[src/rtl/rxfc_pkg.sv]
package rxfc_pkg;

   localparam int unsigned NUM_LVLS = 4;

   typedef enum logic [1:0] {
      TRIG_PROG  = 2'd0,
      TRIG_TAB_A = 2'd1,
      TRIG_TAB_B = 2'd2,
      TRIG_TAB_C = 2'd3
   } trig_mode_e;

   // Fixed trigger tables, four ascending levels each.
   function automatic logic [6:0] tab_lvl(input logic [1:0] mode, input logic [1:0] idx);
      logic [6:0] v;
      v = 7'd0;
      unique case (trig_mode_e'(mode))
         TRIG_TAB_A: case (idx) 2'd0: v = 7'd1; 2'd1: v = 7'd4;  2'd2: v = 7'd8;  default: v = 7'd14; endcase
         TRIG_TAB_B: case (idx) 2'd0: v = 7'd8; 2'd1: v = 7'd16; 2'd2: v = 7'd24; default: v = 7'd28; endcase
         TRIG_TAB_C: case (idx) 2'd0: v = 7'd8; 2'd1: v = 7'd16; 2'd2: v = 7'd32; default: v = 7'd56; endcase
         default:    v = 7'd0;
      endcase
      return v;
   endfunction

endpackage

[src/rtl/rxfc_thresholds.sv]
module rxfc_thresholds
   import rxfc_pkg::*;
#(
   parameter int unsigned DEPTH      = 64,
   parameter bit          USE_TABLES = 1'b1,
   localparam int unsigned CW        = $clog2(DEPTH + 1)
) (
   input  logic [1:0]    trig_mode,
   input  logic [1:0]    trig_sel,
   input  logic [CW-1:0] prog_trig,
   input  logic [CW-1:0] prog_hyst,
   output logic [CW-1:0] trig_lvl,
   output logic [CW-1:0] upper_lim,
   output logic [CW-1:0] lower_lim
);

   localparam logic [CW:0]   FULL_X = (CW+1)'(DEPTH);
   localparam logic [CW-1:0] FULL   = CW'(DEPTH);

   // Programmable limits, capped at full and floored at zero.
   logic [CW:0]   sum_x;
   logic [CW-1:0] p_upper, p_lower;

   always_comb begin
      sum_x   = {1'b0, prog_trig} + {1'b0, prog_hyst};
      p_upper = (sum_x > FULL_X) ? FULL : sum_x[CW-1:0];
      p_lower = (prog_trig > prog_hyst) ? (prog_trig - prog_hyst) : '0;
   end

   generate
      if (USE_TABLES) begin : g_tables
         logic [CW-1:0] t_trig, t_upper, t_lower;

         always_comb begin
            t_trig  = CW'(tab_lvl(trig_mode, trig_sel));
            t_upper = (trig_sel == 2'(NUM_LVLS - 1)) ? FULL
                                                     : CW'(tab_lvl(trig_mode, trig_sel + 2'd1));
            t_lower = (trig_sel == 2'd0) ? '0
                                         : CW'(tab_lvl(trig_mode, trig_sel - 2'd1));
            if (trig_mode == TRIG_PROG) begin
               trig_lvl  = prog_trig;
               upper_lim = p_upper;
               lower_lim = p_lower;
            end else begin
               trig_lvl  = t_trig;
               upper_lim = t_upper;
               lower_lim = t_lower;
            end
         end
      end else begin : g_prog_only
         logic unused_sel;
         assign unused_sel = ^{trig_mode, trig_sel};
         assign trig_lvl   = prog_trig;
         assign upper_lim  = p_upper;
         assign lower_lim  = p_lower;
      end
   endgenerate

endmodule

[src/rtl/rxfc_rts_ctrl.sv]
module rxfc_rts_ctrl #(
   parameter int unsigned CW = 7
) (
   input  logic          clk,
   input  logic          rst_n,
   input  logic          auto_en,
   input  logic          sw_rts_req,
   input  logic [CW-1:0] fifo_count,
   input  logic [CW-1:0] upper_lim,
   input  logic [CW-1:0] lower_lim,
   output logic          rts_n,
   output logic          rts_rise
);

   logic act, act_q, rts_q, rts_next;

   assign act = auto_en & sw_rts_req;

   always_comb begin
      if (!act)                        rts_next = ~sw_rts_req;
      else if (fifo_count >= upper_lim) rts_next = 1'b1;
      else if (!act_q)                 rts_next = 1'b0;
      else if (fifo_count <= lower_lim) rts_next = 1'b0;
      else                             rts_next = rts_q;
   end

   always_ff @(posedge clk or negedge rst_n) begin
      if (!rst_n) begin
         rts_q <= 1'b1;
         act_q <= 1'b0;
      end else begin
         rts_q <= rts_next;
         act_q <= act;
      end
   end

   assign rts_n    = rts_q;
   assign rts_rise = rts_next & ~rts_q;

endmodule

[src/rtl/rxfc_irq_flags.sv]
module rxfc_irq_flags #(
   parameter int unsigned CW = 7
) (
   input  logic          clk,
   input  logic          rst_n,
   input  logic [CW-1:0] fifo_count,
   input  logic [CW-1:0] trig_lvl,
   input  logic          rts_rise,
   input  logic          flow_irq_en,
   input  logic          status_rd,
   output logic          rx_irq,
   output logic          flow_irq
);

   always_ff @(posedge clk or negedge rst_n) begin
      if (!rst_n) begin
         rx_irq   <= 1'b0;
         flow_irq <= 1'b0;
      end else begin
         rx_irq <= (fifo_count >= trig_lvl);
         if (flow_irq_en && rts_rise) flow_irq <= 1'b1;
         else if (status_rd)          flow_irq <= 1'b0;
      end
   end

endmodule

[src/rtl/rx_flow_hyst.sv]
module rx_flow_hyst #(
   parameter int unsigned DEPTH      = 64,
   parameter bit          USE_TABLES = 1'b1
) (
   input  logic       clk,
   input  logic       rst_n,
   input  logic [6:0] fifo_count,
   input  logic [1:0] trig_mode,
   input  logic [1:0] trig_sel,
   input  logic [6:0] prog_trig,
   input  logic [6:0] prog_hyst,
   input  logic       auto_en,
   input  logic       sw_rts_req,
   input  logic       flow_irq_en,
   input  logic       status_rd,
   output logic       rts_n,
   output logic       rx_irq,
   output logic       flow_irq
);

   localparam int unsigned CNT_W = $clog2(DEPTH + 1);

   generate
      if (DEPTH < 4 || DEPTH > 64) begin : g_bad_depth
         $error("rx_flow_hyst: DEPTH must lie in 4..64 for a 7-bit count");
      end
      if (USE_TABLES && DEPTH != 64) begin : g_bad_tables
         $error("rx_flow_hyst: fixed tables assume a 64-entry FIFO");
      end
   endgenerate

   logic [CNT_W-1:0] trig_lvl, upper_lim, lower_lim;
   logic             rts_rise;

   rxfc_thresholds #(.DEPTH(DEPTH), .USE_TABLES(USE_TABLES)) i_thr (
      .trig_mode (trig_mode),
      .trig_sel  (trig_sel),
      .prog_trig (CNT_W'(prog_trig)),
      .prog_hyst (CNT_W'(prog_hyst)),
      .trig_lvl  (trig_lvl),
      .upper_lim (upper_lim),
      .lower_lim (lower_lim)
   );

   rxfc_rts_ctrl #(.CW(CNT_W)) i_rts (
      .clk        (clk),
      .rst_n      (rst_n),
      .auto_en    (auto_en),
      .sw_rts_req (sw_rts_req),
      .fifo_count (CNT_W'(fifo_count)),
      .upper_lim  (upper_lim),
      .lower_lim  (lower_lim),
      .rts_n      (rts_n),
      .rts_rise   (rts_rise)
   );

   rxfc_irq_flags #(.CW(CNT_W)) i_irq (
      .clk         (clk),
      .rst_n       (rst_n),
      .fifo_count  (CNT_W'(fifo_count)),
      .trig_lvl    (trig_lvl),
      .rts_rise    (rts_rise),
      .flow_irq_en (flow_irq_en),
      .status_rd   (status_rd),
      .rx_irq      (rx_irq),
      .flow_irq    (flow_irq)
   );

endmodule

[config.mk]
export PLATFORM = sky130hd
export DESIGN_NAME = rx_flow_hyst
export DESIGN_NICKNAME = d
export VERILOG_FILES = /design/src/rtl/rxfc_pkg.sv /design/src/rtl/rxfc_thresholds.sv /design/src/rtl/rxfc_rts_ctrl.sv /design/src/rtl/rxfc_irq_flags.sv /design/src/rtl/rx_flow_hyst.sv
export SDC_FILE = /design/constraint.sdc
export NUM_CORES = 1
export LEC_CHECK = 0
export CAP_MARGIN = 20
export CORE_AREA = 2 2 68 64
export CTS_CLUSTER_DIAMETER = 100
export CTS_CLUSTER_SIZE = 16
export DETAILED_ROUTE_END_ITERATION = 12
export DIE_AREA = 0 0 70 66
export GPL_TIMING_DRIVEN = 0
export PLACE_DENSITY_LB_ADDON = 0.25
export SETUP_SLACK_MARGIN = 0.4
export SLEW_MARGIN = 5
export SYNTH_ARGS = -nofsm -noshare
export SYNTH_HDL_FRONTEND = slang
export SYNTH_HIERARCHICAL = 1
export SYNTH_SLANG_ARGS = --single-unit
[constraint.sdc]
create_clock -name clk -period 0.9 [get_ports clk]
set_input_delay 0.135 -clock clk [delete_from_list [all_inputs] [get_ports clk]]
set_output_delay 0.135 -clock clk [all_outputs]
set_load 0.02 [all_outputs]
---- After elaboration in Yosys (flattened, before gate mapping) ----
Cells that the tools add are included.
operators by class
  add/sub/neg operators ................... 4
  $lt $le $gt $ge ......................... 5
  equality and inequality tests ........... 10
  muxes and demuxes ....................... 25
  bitwise operators ....................... 4
  reductions and logical operators ........ 6
operators by type and width
  cell                                                            number
  case mux 7 bit (3 select lines)                                 3
  case mux 6 bit (3 select lines)                                 3
  2-to-1 mux 7 bit                                                7
  case mux 5 bit (3 select lines)                                 3
  case mux 4 bit (3 select lines)                                 3
  greater-or-equal comparator 7 bit                               2
  equality test 2 bit (second input constant)                     6
  adder 7 x 7 -> 8 bit                                            1
  equality test 2 x 1 -> 1 bit (second input constant)            4
  greater-than comparator 8 x 7 -> 1 bit (second input constant)  1
  zero test 2 bit                                                 4
  greater-than comparator 7 bit                                   1
  less-or-equal comparator 7 bit                                  1
  subtractor 7 bit                                                1
  2-to-1 mux 1 bit                                                6
  adder 2 x 1 -> 2 bit (second input constant)                    1
  AND 1 bit                                                       2
  inverter 1 bit                                                  2
  nonzero test 2 bit                                              1
  subtractor 2 x 1 -> 2 bit (second input constant)               1
  logical AND 1 bit                                               1
storage, ports and cells
  bits in registers ....................... 4
  output and inout port bits .............. 3
  word-level logic and storage cells ...... 58

---- Depth between registers and ports, before layout ----
Gate-level depths: netlist of run 1.
  word-level depth ........................ 14
  mapped depth ............................ 16

---- Cells and area by module ----
The synthesis of run 1 kept the hierarchy.
by module, submodules not included
  module           instances  cells each  area an instance (µm²)  sequential area each (µm²)
  rxfc_thresholds  1          171         1201.2                  0.0
  rxfc_rts_ctrl    1          54          417.9                   51.3
  rxfc_irq_flags   1          28          229.0                   50.0

---- Worst setup path after synthesis of run 1 ----
No wires, ideal clock.
  path type ............................... input to register
  start point ............................. input prog_hyst[2]
  end point ............................... register i_irq.flow_irq
  library setup time ...................... 0.126 ns
  arrival time ............................ 2.634 ns
  required time ........................... 0.774 ns
  setup slack ............................. -1.860 ns
  stages on the path ...................... 16
  buffers on the path ..................... 1
  cell sequence ........................... inv_1 -> ha_1 -> buf_6 -> inv_4 -> a221o_1 -> a211oi_4 -> nand2_2 -> o32ai_1 -> inv_1 -> ha_1 -> a21o_1 -> a221o_1 -> a31oi_1 -> nor3_1 -> nand2_1 -> o21ai_0
between the ends
  elaborated cells on any way between the ends .. 18
  classes of those cells .................. add/sub: 2; order compare: 4; mux: 9; bitwise: 1; reduce/logical: 2
RTL lines
  what                                                           line                   text
  start, declared                                                rx_flow_hyst.sv:11     input logic [6:0] prog_hyst,
  adder 7 x 7 -> 8 bit (*)                                       rxfc_thresholds.sv:25  sum_x = {1'b0, prog_trig} + {1'b0, prog_hyst};
  greater-than comparator 8 x 7 -> 1 bit                         rxfc_thresholds.sv:26  p_upper = (sum_x > FULL_X) ? FULL : sum_x[CW-1:0];
  2-to-1 mux 7 bit (*)                                           rxfc_thresholds.sv:26
  2-to-1 mux 7 bit (*)                                           rxfc_thresholds.sv:40  if (trig_mode == TRIG_PROG) begin
  via upper_lim[5]                                               rx_flow_hyst.sv:32     logic [CNT_W-1:0] trig_lvl, upper_lim, lower_lim;
  greater-or-equal comparator 7 bit (*)                          rxfc_rts_ctrl.sv:21    else if (fifo_count >= upper_lim) rts_next = 1'b1;
  2-to-1 mux 1 bit (*)                                           rxfc_rts_ctrl.sv:21
  2-to-1 mux 1 bit (*)                                           rxfc_rts_ctrl.sv:20    if (!act) rts_next = ~sw_rts_req;
  AND 1 bit (*)                                                  rxfc_rts_ctrl.sv:38    assign rts_rise = rts_next & ~rts_q;
  via rts_rise                                                   rx_flow_hyst.sv:33     logic rts_rise;
  logical AND 1 bit (*)                                          rxfc_irq_flags.sv:21   if (flow_irq_en && rts_rise) flow_irq <= 1'b1;
  2-to-1 mux 1 bit / nonzero test 2 bit (equally long branches)  -
  end signal, assigned                                           rxfc_irq_flags.sv:18   flow_irq <= 1'b0;
  end signal, assigned                                           rxfc_irq_flags.sv:21
  end signal, assigned                                           rxfc_irq_flags.sv:22   else if (status_rd) flow_irq <= 1'b0;
  end, declared                                                  rxfc_irq_flags.sv:12   output logic flow_irq
The timed path passes the listed nets; every way through them passes the cells marked *.
A chain may end at the register's enable or synchronous reset.

---- Worst setup path in the final report of run 1 ----
  start point ............................. input prog_trig[0]
  end point ............................... register i_irq.flow_irq
between the ends
  elaborated cells on any way between the ends .. 18
  classes of those cells .................. add/sub: 2; order compare: 4; mux: 9; bitwise: 1; reduce/logical: 2
RTL lines
  what                                                           line                   text
  start, declared                                                rx_flow_hyst.sv:10     input logic [6:0] prog_trig,
  adder 7 x 7 -> 8 bit (*)                                       rxfc_thresholds.sv:25
  greater-than comparator 8 x 7 -> 1 bit                         rxfc_thresholds.sv:26
  2-to-1 mux 7 bit (*)                                           rxfc_thresholds.sv:26
  2-to-1 mux 7 bit (*)                                           rxfc_thresholds.sv:40
  via upper_lim[4]                                               rx_flow_hyst.sv:32
  greater-or-equal comparator 7 bit (*)                          rxfc_rts_ctrl.sv:21
  2-to-1 mux 1 bit (*)                                           rxfc_rts_ctrl.sv:21
  2-to-1 mux 1 bit (*)                                           rxfc_rts_ctrl.sv:20
  AND 1 bit (*)                                                  rxfc_rts_ctrl.sv:38
  via rts_rise                                                   rx_flow_hyst.sv:33
  logical AND 1 bit (*)                                          rxfc_irq_flags.sv:21
  2-to-1 mux 1 bit / nonzero test 2 bit (equally long branches)  -
Marks and branches as above.

==> flow_summary.yaml, run 1 <==
worst_setup_path:
  critical_path_class: "in2reg"
  worst-path-max-fanout: 3
  crit_chain: "buf_6 > ha_4 > fa_2 > nand2b_4 > a21o_1 > buf_4 > xnor2_1 > nand3_1 > nand2_1 > inv_1 > ha_1 > and3_4 > a221o_1 > a31oi_2 > nor3_2 > nand2_1 > o21ai_1"
  cpPeakStageDelay_ns: 0.39
  crit_top_cell: "nand2_1"
  critPathArrivalTime_ns: 2.68
  endpoint_kind: "flop"
  cp.required_ns: 1.00
  critPathLaunchType: "primary input"
  cpMaxStageDelayCell: "fa_2"
sta:
  tightest_slew_ns: 0.410
  drv_slew: 0
  fmax_ghz: 0.388
  finalClockSkew_ns: 0.00345
  period_needed_ns: 2.58
  finalHoldViolations: 0
  grt_setup_unrepaired: "true"
  relSlewSlack: 0.726
  layout_setup_ws_ns: -1.68
  fin_crit_sh: 2.86
  setup_viol: 4
power:
  power.total_mw: 2.42
  power.switching_mw: 1.01
  p_per_area_mw_per_mm2: 836
  clock_power_share: 0.176
  swShare: 0.417
  internal_power_mw: 1.41
  p_leak_nw: 1.26
  p_seq_frac: 0.092
  vdd_drop_max_mv: 0.459
  combPwrFrac: 0.733
synthesis:
  synth_flop_cell: "dfrtp_1"
  seq_area_frac_synth: 0.0548
  syn_area_per_cell_um2: 7.30
  synth_warnings: 6
  synth_edf_count: 0
  synth-async-reset-ratio: 1.00
  syn_area_mm2: 0.00185
  synthCells: 253
  ys_seq_elements: 4
  synth_cell_type_count: 51
  syn_nets: 328
clock_network:
  clockBufferDepth: 2
  clk_transition_reported_paths_ns: 0.04
  clock_sinks: 4
  h-tree-depth: 1
  cts_made_buffers: 3
  clock_latency_ns: 0.23
  clockRootBuffer: "clkbuf_8"
  cts_tree: "yes"
floorplanning:
  die-area_mm2: 0.00462
  die_width_um: 70
  rows: 22
  core_area_mm2: 0.00391
  die_y_um: 66
  ios: 34
  initial_core_util: 0.473
global_routing:
  grt_max_degree: 11
  grtUsageTotal: 0.259
  grt_pass1_wl_mm: 9.67
  grt_antenna_before_repair: 0
  grt_pass1_vias: 2062
  grt_overflow: 0
drt:
  first_pass_iters: 4
  drc: 0
  drtAntennaViolNets: 0
  drt_iter0_markers: 101
  avgViaCountPerCell: 5.67
  num_vias: 2048
  drt_wl_total_mm: 5.70
  wl_per_cell_um: 15.8
status:
  violations: "negative setup slack"
  outcome: "finished with violations"
place:
  place_ws_ns: -2.77
  io_buffers: 31
  hpwl_mm: 3.87
  gp_congestion: 0.874
finish:
  final_nets: 389
  num_antenna_cells: 0
  drive_gt1_frac: 0.364
  nFillCells: 309
  fin_util: 0.741
  final_cell_mix: "inv_1 (34), ha_1 (24), buf_4 (22)"
  final_common_cell: "inv_1"
  area.growth.synth_to_final_pct: 56.7
min_path:
  hp-class: "in2async"
flow_run:
  drv_cap: 0
worst paths after layout:
kind | from | end | slack (ns) | cells after the start
max | prog_trig[0] | i_irq/flow_irq$_DFFE_PN0P_ | -1.68 | 17
min | rst_n | i_irq/rx_irq$_DFF_PN0_ | 0.12 | 1
max reg2reg | i_rts/rts_n$_DFF_PN1_ | i_rts/rts_n$_DFF_PN1_ | -0.08 | 4
min reg2reg | i_irq/flow_irq$_DFFE_PN0P_ | i_irq/flow_irq$_DFFE_PN0P_ | 0.56 | 2
max in group asynchronous | rst_n | i_rts/rts_n$_DFF_PN1_ | 0.53 | 1
min in group clk | auto_en | i_rts/act_q$_DFF_PN0_ | 0.27 | 2
Yosys cell counts, types with 4 or more instances:
cell / n / area [um^2]
inv_1: 44 / 165
ha_1: 42 / 526
nor2_1: 16 / 60.1
o21ai_0: 14 / 70.1
a21oi_1: 13 / 65.1
nand2_1: 13 / 48.8
nor3_1: 8 / 40.0
nand2b_1: 7 / 43.8
nor2b_1: 7 / 43.8
xnor2_1: 6 / 52.6
a21o_1: 5 / 37.5
clkbuf_1: 5 / 18.8
a31oi_1: 4 / 25.0
mux2i_1: 4 / 40.0
nand3b_1: 4 / 30.0
nand4_1: 4 / 25.0
o21a_1: 4 / 30.0
o22ai_1: 4 / 25.0
area by class of cell:
type	count	area, um^2	share of cell area
Multi-Input combinational cell	195	1900	0.655
Timing Repair Buffer	56	515	0.178
Inverter	45	191	0.0661
Sequential cell	4	101	0.0350
Buffer	9	86.3	0.0298
Tap cell	48	60.1	0.0207
Clock buffer	4	45.0	0.0156
logic make-up (layout without fill, tap and decap cells):
logic type / count (synthesis) / after routing / share of synthesized area
buffers and inverters: 54 / 114 / 0.117
xor gates and xnor gates: 6 / 6 / 0.0284
AOI/OAI and AO/OA: 70 / 70 / 0.263
and+or+nand+nor: 70 / 70 / 0.196
adders and majority gates: 44 / 44 / 0.306
DFF: 4 / 4 / 0.0548
muxes: 5 / 5 / 0.0339
repair_timing:
item	4_1_cts	5_1_grt
setup buffers	21	4
endpoints found under the setup margin	7	6
pin swaps	25	10
hold buffers	0	0
gates resized for setup	153	14
sequential cells by signal, summed over array words and instances, names as in the netlist:
signal,cells
i_irq/flow_irq,1
i_irq/rx_irq,1
i_rts/act_q,1
i_rts/rts_n,1
power by group through the flow:
stage                     Clock (mW)  Sequential [mW]  Combinational (mW)
after floorplan                    0            0.243               0.836
after global placement             0            0.219                1.25
after detailed placement           0            0.220                1.27
after CTS                      0.431            0.223                1.65
after global routing           0.447            0.224                1.93
final                          0.426            0.222                1.77
metal layers:
metal,vias up,routed length [um],share of wire,global-route usage
met2,62,2800,0.49,0.463
met1,974,2610,0.46,0.329
met3,6,240,0.042,0.0396
li1,1006,-,-,-
met4,0,51,0.0089,0.0625
met5,-,0,0,0
critical path: cells and delay by family:
kind,cells,cell delay (ns)
buffers and inverters,3,0.27
and+or+nand+nor,6,0.61
adders and majority gates,3,0.80
xor gates and xnor gates,1,0.11
AOI/OAI and AO/OA,4,0.74
through the flow:
step                area (um^2)  std cells  setup TNS [ns]  hold slack [ns]
CTS                        2820        357           -4.37            0.121
floorplan                  1940        253           -4.24           -0.161
global route               2900        361           -4.69            0.119
global placement           2310        332           -7.67            0.349
finish                     2900        361           -4.28            0.120
detailed placement         2310        332           -7.84            0.349
(Power assumes the default switching activity.)
==> run 2: changes to the inputs <==
--- a/config.mk
+++ b/config.mk
@@ -12,6 +12,7 @@
 export DETAILED_ROUTE_END_ITERATION = 12
 export DIE_AREA = 0 0 70 66
 export GPL_TIMING_DRIVEN = 0
+export HOLD_SLACK_MARGIN = 0.1
 export PLACE_DENSITY_LB_ADDON = 0.25
 export SETUP_SLACK_MARGIN = 0.4
 export SLEW_MARGIN = 5
==> constraint.sdc (replaced) <==
create_clock -name clk -period 0.9 [get_ports clk]
set_input_delay 0.09 -clock clk [delete_from_list [all_inputs] [get_ports clk]]
set_output_delay 0.09 -clock clk [all_outputs]
set_load 0.02 [all_outputs]
==> results of run 2 <==
Same layout as run 1 (identical final DEF). Status: finished with violations: negative setup slack.
Among the figures that moved: setup slack after placement -2.77 ns -> -2.73 ns; setup slack after layout -1.68 ns -> -1.63 ns; setup TNS -4.28 ns -> -4.10 ns; hold slack 0.120 ns -> 0.0749 ns
